==> src/rtl/spireg_pkg.sv <==
package spireg_pkg;

    localparam int ADDR_W = 10;
    localparam int WORD_W = 16;
    localparam int CODE_W = 5;
    localparam int CNT_W  = $clog2(WORD_W);
    localparam logic [CODE_W-1:0] EN_CODE = 5'b11100;
    localparam logic [CNT_W-1:0]  LAST_BIT = CNT_W'(WORD_W - 1);
    localparam logic [CNT_W-1:0]  CNT_ONE = CNT_W'(1);
    localparam logic [ADDR_W-1:0] ADDR_ONE = ADDR_W'(1);

    typedef enum logic [1:0] {
        PH_CMD  = 2'd0,
        PH_RD   = 2'd1,
        PH_WR   = 2'd2,
        PH_HALT = 2'd3
    } phase_e;

    typedef struct packed {
        phase_e              phase;
        logic [CNT_W-1:0]    bitcnt;
        logic [WORD_W-1:0]   rx;
        logic [WORD_W-1:0]   tx;
        logic [ADDR_W-1:0]   addr;
        logic                oe;
        logic                we;
        logic [WORD_W-1:0]   wdata;
    } ctrl_st_t;

endpackage

==> src/rtl/spireg_sync.sv <==
module spireg_sync #(
    parameter int         W       = 1,
    parameter logic [W-1:0] RST_VAL = '0
) (
    input  logic         clk,
    input  logic         rst_n,
    input  logic [W-1:0] async_i,
    output logic [W-1:0] sync_o
);

    for (genvar g = 0; g < W; g++) begin : g_bit
        logic meta_q;
        logic stab_q;
        always_ff @(posedge clk or negedge rst_n) begin
            if (!rst_n) begin
                meta_q <= RST_VAL[g];
                stab_q <= RST_VAL[g];
            end else begin
                meta_q <= async_i[g];
                stab_q <= meta_q;
            end
        end
        assign sync_o[g] = stab_q;
    end

endmodule

==> src/rtl/spireg_edge.sv <==
module spireg_edge (
    input  logic clk,
    input  logic rst_n,
    input  logic sig_i,
    output logic rise_o,
    output logic fall_o
);

    logic prev_q;

    always_ff @(posedge clk or negedge rst_n) begin
        if (!rst_n) prev_q <= 1'b0;
        else        prev_q <= sig_i;
    end

    assign rise_o = sig_i & ~prev_q;
    assign fall_o = ~sig_i & prev_q;

endmodule

==> src/rtl/spireg_ctrl.sv <==
module spireg_ctrl
    import spireg_pkg::*;
(
    input  logic              clk,
    input  logic              rst_n,
    input  logic              cs_hi_i,
    input  logic              rise_i,
    input  logic              fall_i,
    input  logic              din_i,
    input  logic [WORD_W-1:0] rdata_i,
    output logic              dout_o,
    output logic              oe_o,
    output logic [ADDR_W-1:0] addr_o,
    output logic [WORD_W-1:0] wdata_o,
    output logic              we_o
);

    ctrl_st_t st_d, st_q;
    logic [WORD_W-1:0] word_in;

    assign word_in = {st_q.rx[WORD_W-2:0], din_i};

    always_comb begin
        st_d    = st_q;
        st_d.we = 1'b0;
        if (st_q.we) st_d.addr = st_q.addr + ADDR_ONE;
        if (cs_hi_i) begin
            st_d.phase  = PH_CMD;
            st_d.bitcnt = '0;
            st_d.oe     = 1'b0;
        end else begin
            if (rise_i && st_q.phase != PH_HALT) begin
                st_d.rx     = word_in;
                st_d.bitcnt = st_q.bitcnt + CNT_ONE;
                if (st_q.bitcnt == LAST_BIT) begin
                    unique case (st_q.phase)
                        PH_CMD: begin
                            if (word_in[WORD_W-1 -: CODE_W] == EN_CODE) begin
                                st_d.phase = word_in[ADDR_W] ? PH_RD : PH_WR;
                                st_d.addr  = word_in[ADDR_W-1:0];
                            end else begin
                                st_d.phase = PH_HALT;
                            end
                        end
                        PH_WR: begin
                            st_d.we    = 1'b1;
                            st_d.wdata = word_in;
                        end
                        PH_RD:   st_d.addr = st_q.addr + ADDR_ONE;
                        default: st_d.phase = PH_HALT;
                    endcase
                end
            end
            if (fall_i && st_q.phase == PH_RD) begin
                st_d.oe = 1'b1;
                st_d.tx = (st_q.bitcnt == '0) ? rdata_i : (st_q.tx << 1);
            end
        end
    end

    always_ff @(posedge clk or negedge rst_n) begin
        if (!rst_n) begin
            st_q <= '{phase: PH_CMD, default: '0};
        end else begin
            st_q <= st_d;
        end
    end

    assign dout_o  = st_q.tx[WORD_W-1];
    assign oe_o    = st_q.oe;
    assign addr_o  = st_q.addr;
    assign wdata_o = st_q.wdata;
    assign we_o    = st_q.we;


    oe_cs_off_chk: assert property (@(posedge clk) disable iff (!rst_n)
        cs_hi_i |=> !oe_o);


    oe_rd_only_chk: assert property (@(posedge clk) disable iff (!rst_n)
        oe_o |-> st_q.phase == PH_RD);


    halt_quiet_chk: assert property (@(posedge clk) disable iff (!rst_n)
        (st_q.phase == PH_HALT) |-> (!we_o && !oe_o));


    we_single_chk: assert property (@(posedge clk) disable iff (!rst_n)
        we_o |=> !we_o);


    wr_addr_inc_chk: assert property (@(posedge clk) disable iff (!rst_n)
        we_o |=> addr_o == $past(addr_o) + ADDR_ONE);

endmodule

==> src/rtl/spireg_slave.sv <==
module spireg_slave
    import spireg_pkg::*;
(
    input  logic              clk,
    input  logic              rst_n,
    input  logic              spi_sclk,
    input  logic              spi_cs_n,
    input  logic              spi_din,
    output logic              spi_dout,
    output logic              spi_dout_oe,
    output logic [ADDR_W-1:0] rf_addr,
    output logic [WORD_W-1:0] rf_wdata,
    output logic              rf_we,
    input  logic [WORD_W-1:0] rf_rdata
);

    logic [2:0] pins_s;
    logic       sclk_rise;
    logic       sclk_fall;

    spireg_sync #(
        .W       (3),
        .RST_VAL (3'b010)
    ) sync_i (
        .clk     (clk),
        .rst_n   (rst_n),
        .async_i ({spi_sclk, spi_cs_n, spi_din}),
        .sync_o  (pins_s)
    );

    spireg_edge edge_i (
        .clk    (clk),
        .rst_n  (rst_n),
        .sig_i  (pins_s[2]),
        .rise_o (sclk_rise),
        .fall_o (sclk_fall)
    );

    spireg_ctrl ctrl_i (
        .clk     (clk),
        .rst_n   (rst_n),
        .cs_hi_i (pins_s[1]),
        .rise_i  (sclk_rise),
        .fall_i  (sclk_fall),
        .din_i   (pins_s[0]),
        .rdata_i (rf_rdata),
        .dout_o  (spi_dout),
        .oe_o    (spi_dout_oe),
        .addr_o  (rf_addr),
        .wdata_o (rf_wdata),
        .we_o    (rf_we)
    );


    rst_quiet_chk: assert property (@(posedge clk) $rose(rst_n) |-> (!rf_we && !spi_dout_oe));

endmodule

==> config.mk <==
export PLATFORM = sky130hd
export DESIGN_NAME = spireg_slave
export DESIGN_NICKNAME = d
export VERILOG_FILES = /design/src/rtl/spireg_pkg.sv /design/src/rtl/spireg_sync.sv /design/src/rtl/spireg_edge.sv /design/src/rtl/spireg_ctrl.sv /design/src/rtl/spireg_slave.sv
export SDC_FILE = /design/constraint.sdc
export NUM_CORES = 1
export LEC_CHECK = 0
export ABC_AREA = 1
export BUFFER_PORTS_ARGS = -buffer_cell sky130_fd_sc_hd__buf_2
export CAP_MARGIN = 20
export CORE_ASPECT_RATIO = 0.6
export CORE_MARGIN = 2
export CORE_UTILIZATION = 46
export CTS_BUF_LIST = sky130_fd_sc_hd__clkbuf_4 sky130_fd_sc_hd__clkbuf_8 sky130_fd_sc_hd__clkbuf_16
export DETAILED_ROUTE_END_ITERATION = 7
export PLACE_DENSITY = 0.64
export SYNTH_ARGS = -nofsm -noshare
export SYNTH_HDL_FRONTEND = slang
export SYNTH_SLANG_ARGS = --single-unit
==> constraint.sdc <==
create_clock -name clk -period 2.35 [get_ports clk]
set_input_delay 0.1175 -clock clk [delete_from_list [all_inputs] [get_ports clk]]
set_output_delay 0.1175 -clock clk [all_outputs]
set_load 0.05 [all_outputs]
==> metrics <==
Pint 2.191 mW; top cells by count, synth nand2_1 (133), dfrtp_1 (70), inv_1 (47), o21ai_0 (34), a21oi_1 (32); mux contribution to synthesized area 0; Highest Clock Rate 531.3 MHz; gr usage total 0.1933; ANT cells 0; GRT overflow 0; Period minus WS final 1.882 ns; CTS tree done; Reg-to-Reg Start ctrl_i.st_q[65]$_DFFE_PN0P_; fin crit share 0.8009; DR WL/cell 12.87 um; Synth cell types 27; sw frac 0.2224; count leader, synth nand2_1; critical-path cell with the highest stage delay ha_1; most used cell, CP inv_1; fillcell total 776; Post-Synth Simple-Gate Area 0.2180; Die Width 120.3 um; area of the multi-input gates 1453 um2; main combinational cell family by area after synthesis simple AND/OR/NAND/NOR gates; Ys Warns 0; reg2reg end ctrl_i.st_q[33]$_DFFE_PN0P_; IO Count 50; sequential cell area fraction in the yosys report 0.4836; crit path capture type register; P per Cell Area 665.6 nW/um2; TNS Setup 0 ns; ys async rst share 1.000; Hold Path Class primary input to register; Die H 73.76 um; # port buffers 49; Synth Area in Adders 0.02347; Worst-Skew Late Latency 0.33 ns; Buf+Inv Stages, Crit Path 2; crit-path max cell delay 0.49 ns; number of synthesized flops with an enable pin 0; total iterations of the first detailed-routing run 4; Synth Area in XOR/XNOR 0.007042; status finished, final reports clean; required time of the critical path 2.59 ns; Std-Cell Rows 25; r2r worst-path depth 6; Hold Vio Cnt, Final 0; dominant synthesized flop cell dfrtp_1; Tightest Pin Transition 0.5606 ns; Area after DPL 3897 um2; instance count on the critical path 6; antenna violations before repair 0; critical path arrival 2.12 ns; DPL Wire Length 5535 um; CP Capture Point ctrl_i.st_q[33]$_DFFE_PN0P_; clk slew on worst S/H paths 0.05 ns; post-route ant nets 0; final WL 7710 um; quantity of gates resized following cts 0; Startpoint Class register; Rel. slew slack 0.6263; DRT iter0 DRCs 226; Max-cap violations 0; Die Area 8871 um2; routed vias/inst 4.868; Syn Inst Count 456; post-cts hold buffer count 4; H-tree depth 3; CTS Buf Count 9; register share of total power 0.466; CP top delay family buffers and inverters; Residual DRC 0; Final nets 514; combinational share of power 0.058; Yosys reg bits 72; setup bufs post-CTS 0; number of global-route vias before repair 2,781; maximum clock insertion buffer count 2; RSZ-0062 raised after global routing false; post-synthesis compound-gate area fraction 0.1408; Critical path origin ctrl_i.st_q[65]$_DFFE_PN0P_; largest net degree at the start of global routing 33; # setup viols final 0; top post-synthesis cells by area dfrtp_1 (47%), nand2_1 (13%), buf_4 (5.2%); Yosys top cell by area dfrtp_1; clk root buf clkbuf_16; Min-Delay Startpoint rf_rdata[12]; Layout area overhead 13.45%; Crit Path Max Fanout 15; core area 7883 um2; Leak Pwr 2.187 nW; average cell area after synthesis 8.182 um2; flop2flop setup slack 0.47 ns; top cell type's share of synthesized area 0.4695; first-pass GRT wire length 13,200 um; Final Max Slew Viols 0; Peak VDD IR 414.8 uV; initial core utilization 0.4733; share of cells above drive strength 1 0.2016; Clk pwr share 0.475; Post-Syn Area 3731 um2; Final Skew 0.01056 ns; clock sink count 72; routability cong. 0.8026; switching pwr 0.6266 mW; register area 1804 um2; syn nets 484; fin area 4233 um2; WS Path Type register to register; crit-path cells inv_1 -> ha_1 -> nand4_2 -> inv_1 -> nor2_1 -> a21oi_1; Via Count 2,916
[power by group through the flow]
stage | registers (mW) | clock network (mW) | logic, mW
2_1_floorplan | 1.33 | 0 | 0.0895
4_1_cts | 1.31 | 1.38 | 0.168
3_3_place_gp | 1.33 | 0 | 0.159
5_1_grt | 1.32 | 1.43 | 0.193
3_5_place_dp | 1.34 | 0 | 0.162
6_report | 1.31 | 1.34 | 0.164
[cell families after synthesis]
kind of cell	after synthesis
adders and majority gates	7
xor gates and xnor gates	3
DFF	72
AOI/OAI and AO/OA	90
and+or+nand+nor	193
buffers and inverters	91
[stage by stage]
step / power [mW] / util / hold WS, ns / worst slack (ns) / std cells
floorplan: 1.416 / - / -0.1781 / 0.7014 / 456
global placement: 1.493 / 0.4944 / 0.1470 / 0.5347 / 579
detailed placement: 1.498 / 0.4944 / 0.1462 / 0.4460 / 579
CTS: 2.861 / 0.5370 / 0.02010 / 0.4271 / 599
global route: 2.944 / 0.5370 / 0.02511 / 0.2915 / 599
finish: 2.817 / 0.5370 / 0.03417 / 0.4679 / 599
[tightest hold or removal path: cells and delay by family]
family                 cells  cell delay (ns)
buffers and inverters      1             0.09
AOI/OAI and AO/OA          1             0.06
and+or+nand+nor            1             0.05
[cell usage in the layout (no fill, tap or decap), types with 3 or more instances in the layout]
cell,n
dfrtp_1,70
inv_1,47
nand2_1,133
o21ai_2,16
clkbuf_4,3
ha_1,7
o22ai_1,4
clkbuf_16,9
buf_4,8
a21oi_1,32
buf_2,49
nor2_1,26
nand3_1,24
dlygate4sd3_1,4
o21ai_0,34
[metal layers]
| metal | vias to the layer above | routed length, um | track usage |
|---|---|---|---|
| met5 | - | 0 | 0 |
| met4 | 0 | 38 | 0.07494 |
| met3 | 4 | 367 | 0.05357 |
| met2 | 57 | 3395 | 0.2790 |
| met1 | 1361 | 3909 | 0.2767 |
| li1 | 1494 | - | - |
[state kept, by name, summed over array words and instances (netlist names), 3 cells and up]
| signal | flops |
|---|---|
| sync_i.g_bit.meta_q | 3 |
| ctrl_i.wdata_o | 16 |
| ctrl_i.addr_o | 10 |
| ctrl_i.st_q | 36 |
| sync_i.g_bit.stab_q | 3 |
[layout make-up]
| type | count | share of cell area |
|---|---|---|
| clock buffer | 12 | 0.05853 |
| timing repair buffer | 62 | 0.08631 |
| multi-input combinational | 293 | 0.3432 |
| sequential | 72 | 0.4262 |
| tap | 108 | 0.03192 |
| inverter | 48 | 0.04257 |
| clock inverter | 4 | 0.01123 |
[worst min-delay path by stage]
| stage | end | slack [ns] | depth (start not counted) |
|---|---|---|---|
| finish | ctrl_i.st_q[40]$_DFFE_PN0P_ | 0.03 | 3 |
| global route | ctrl_i.st_q[34]$_DFFE_PN0P_ | 0.03 | 3 |
| CTS | ctrl_i.st_q[32]$_DFFE_PN0P_ | 0.02 | 3 |
| detailed placement | ctrl_i.wdata_o[3]$_DFFE_PN0P_ | 0.15 | 1 |
| global placement | ctrl_i.wdata_o[4]$_DFFE_PN0P_ | 0.15 | 1 |
| floorplan | ctrl_i.addr_o[0]$_DFF_PN0_ | -0.18 | 0 |
No activity file was read; power rests on OpenSTA's default activity.
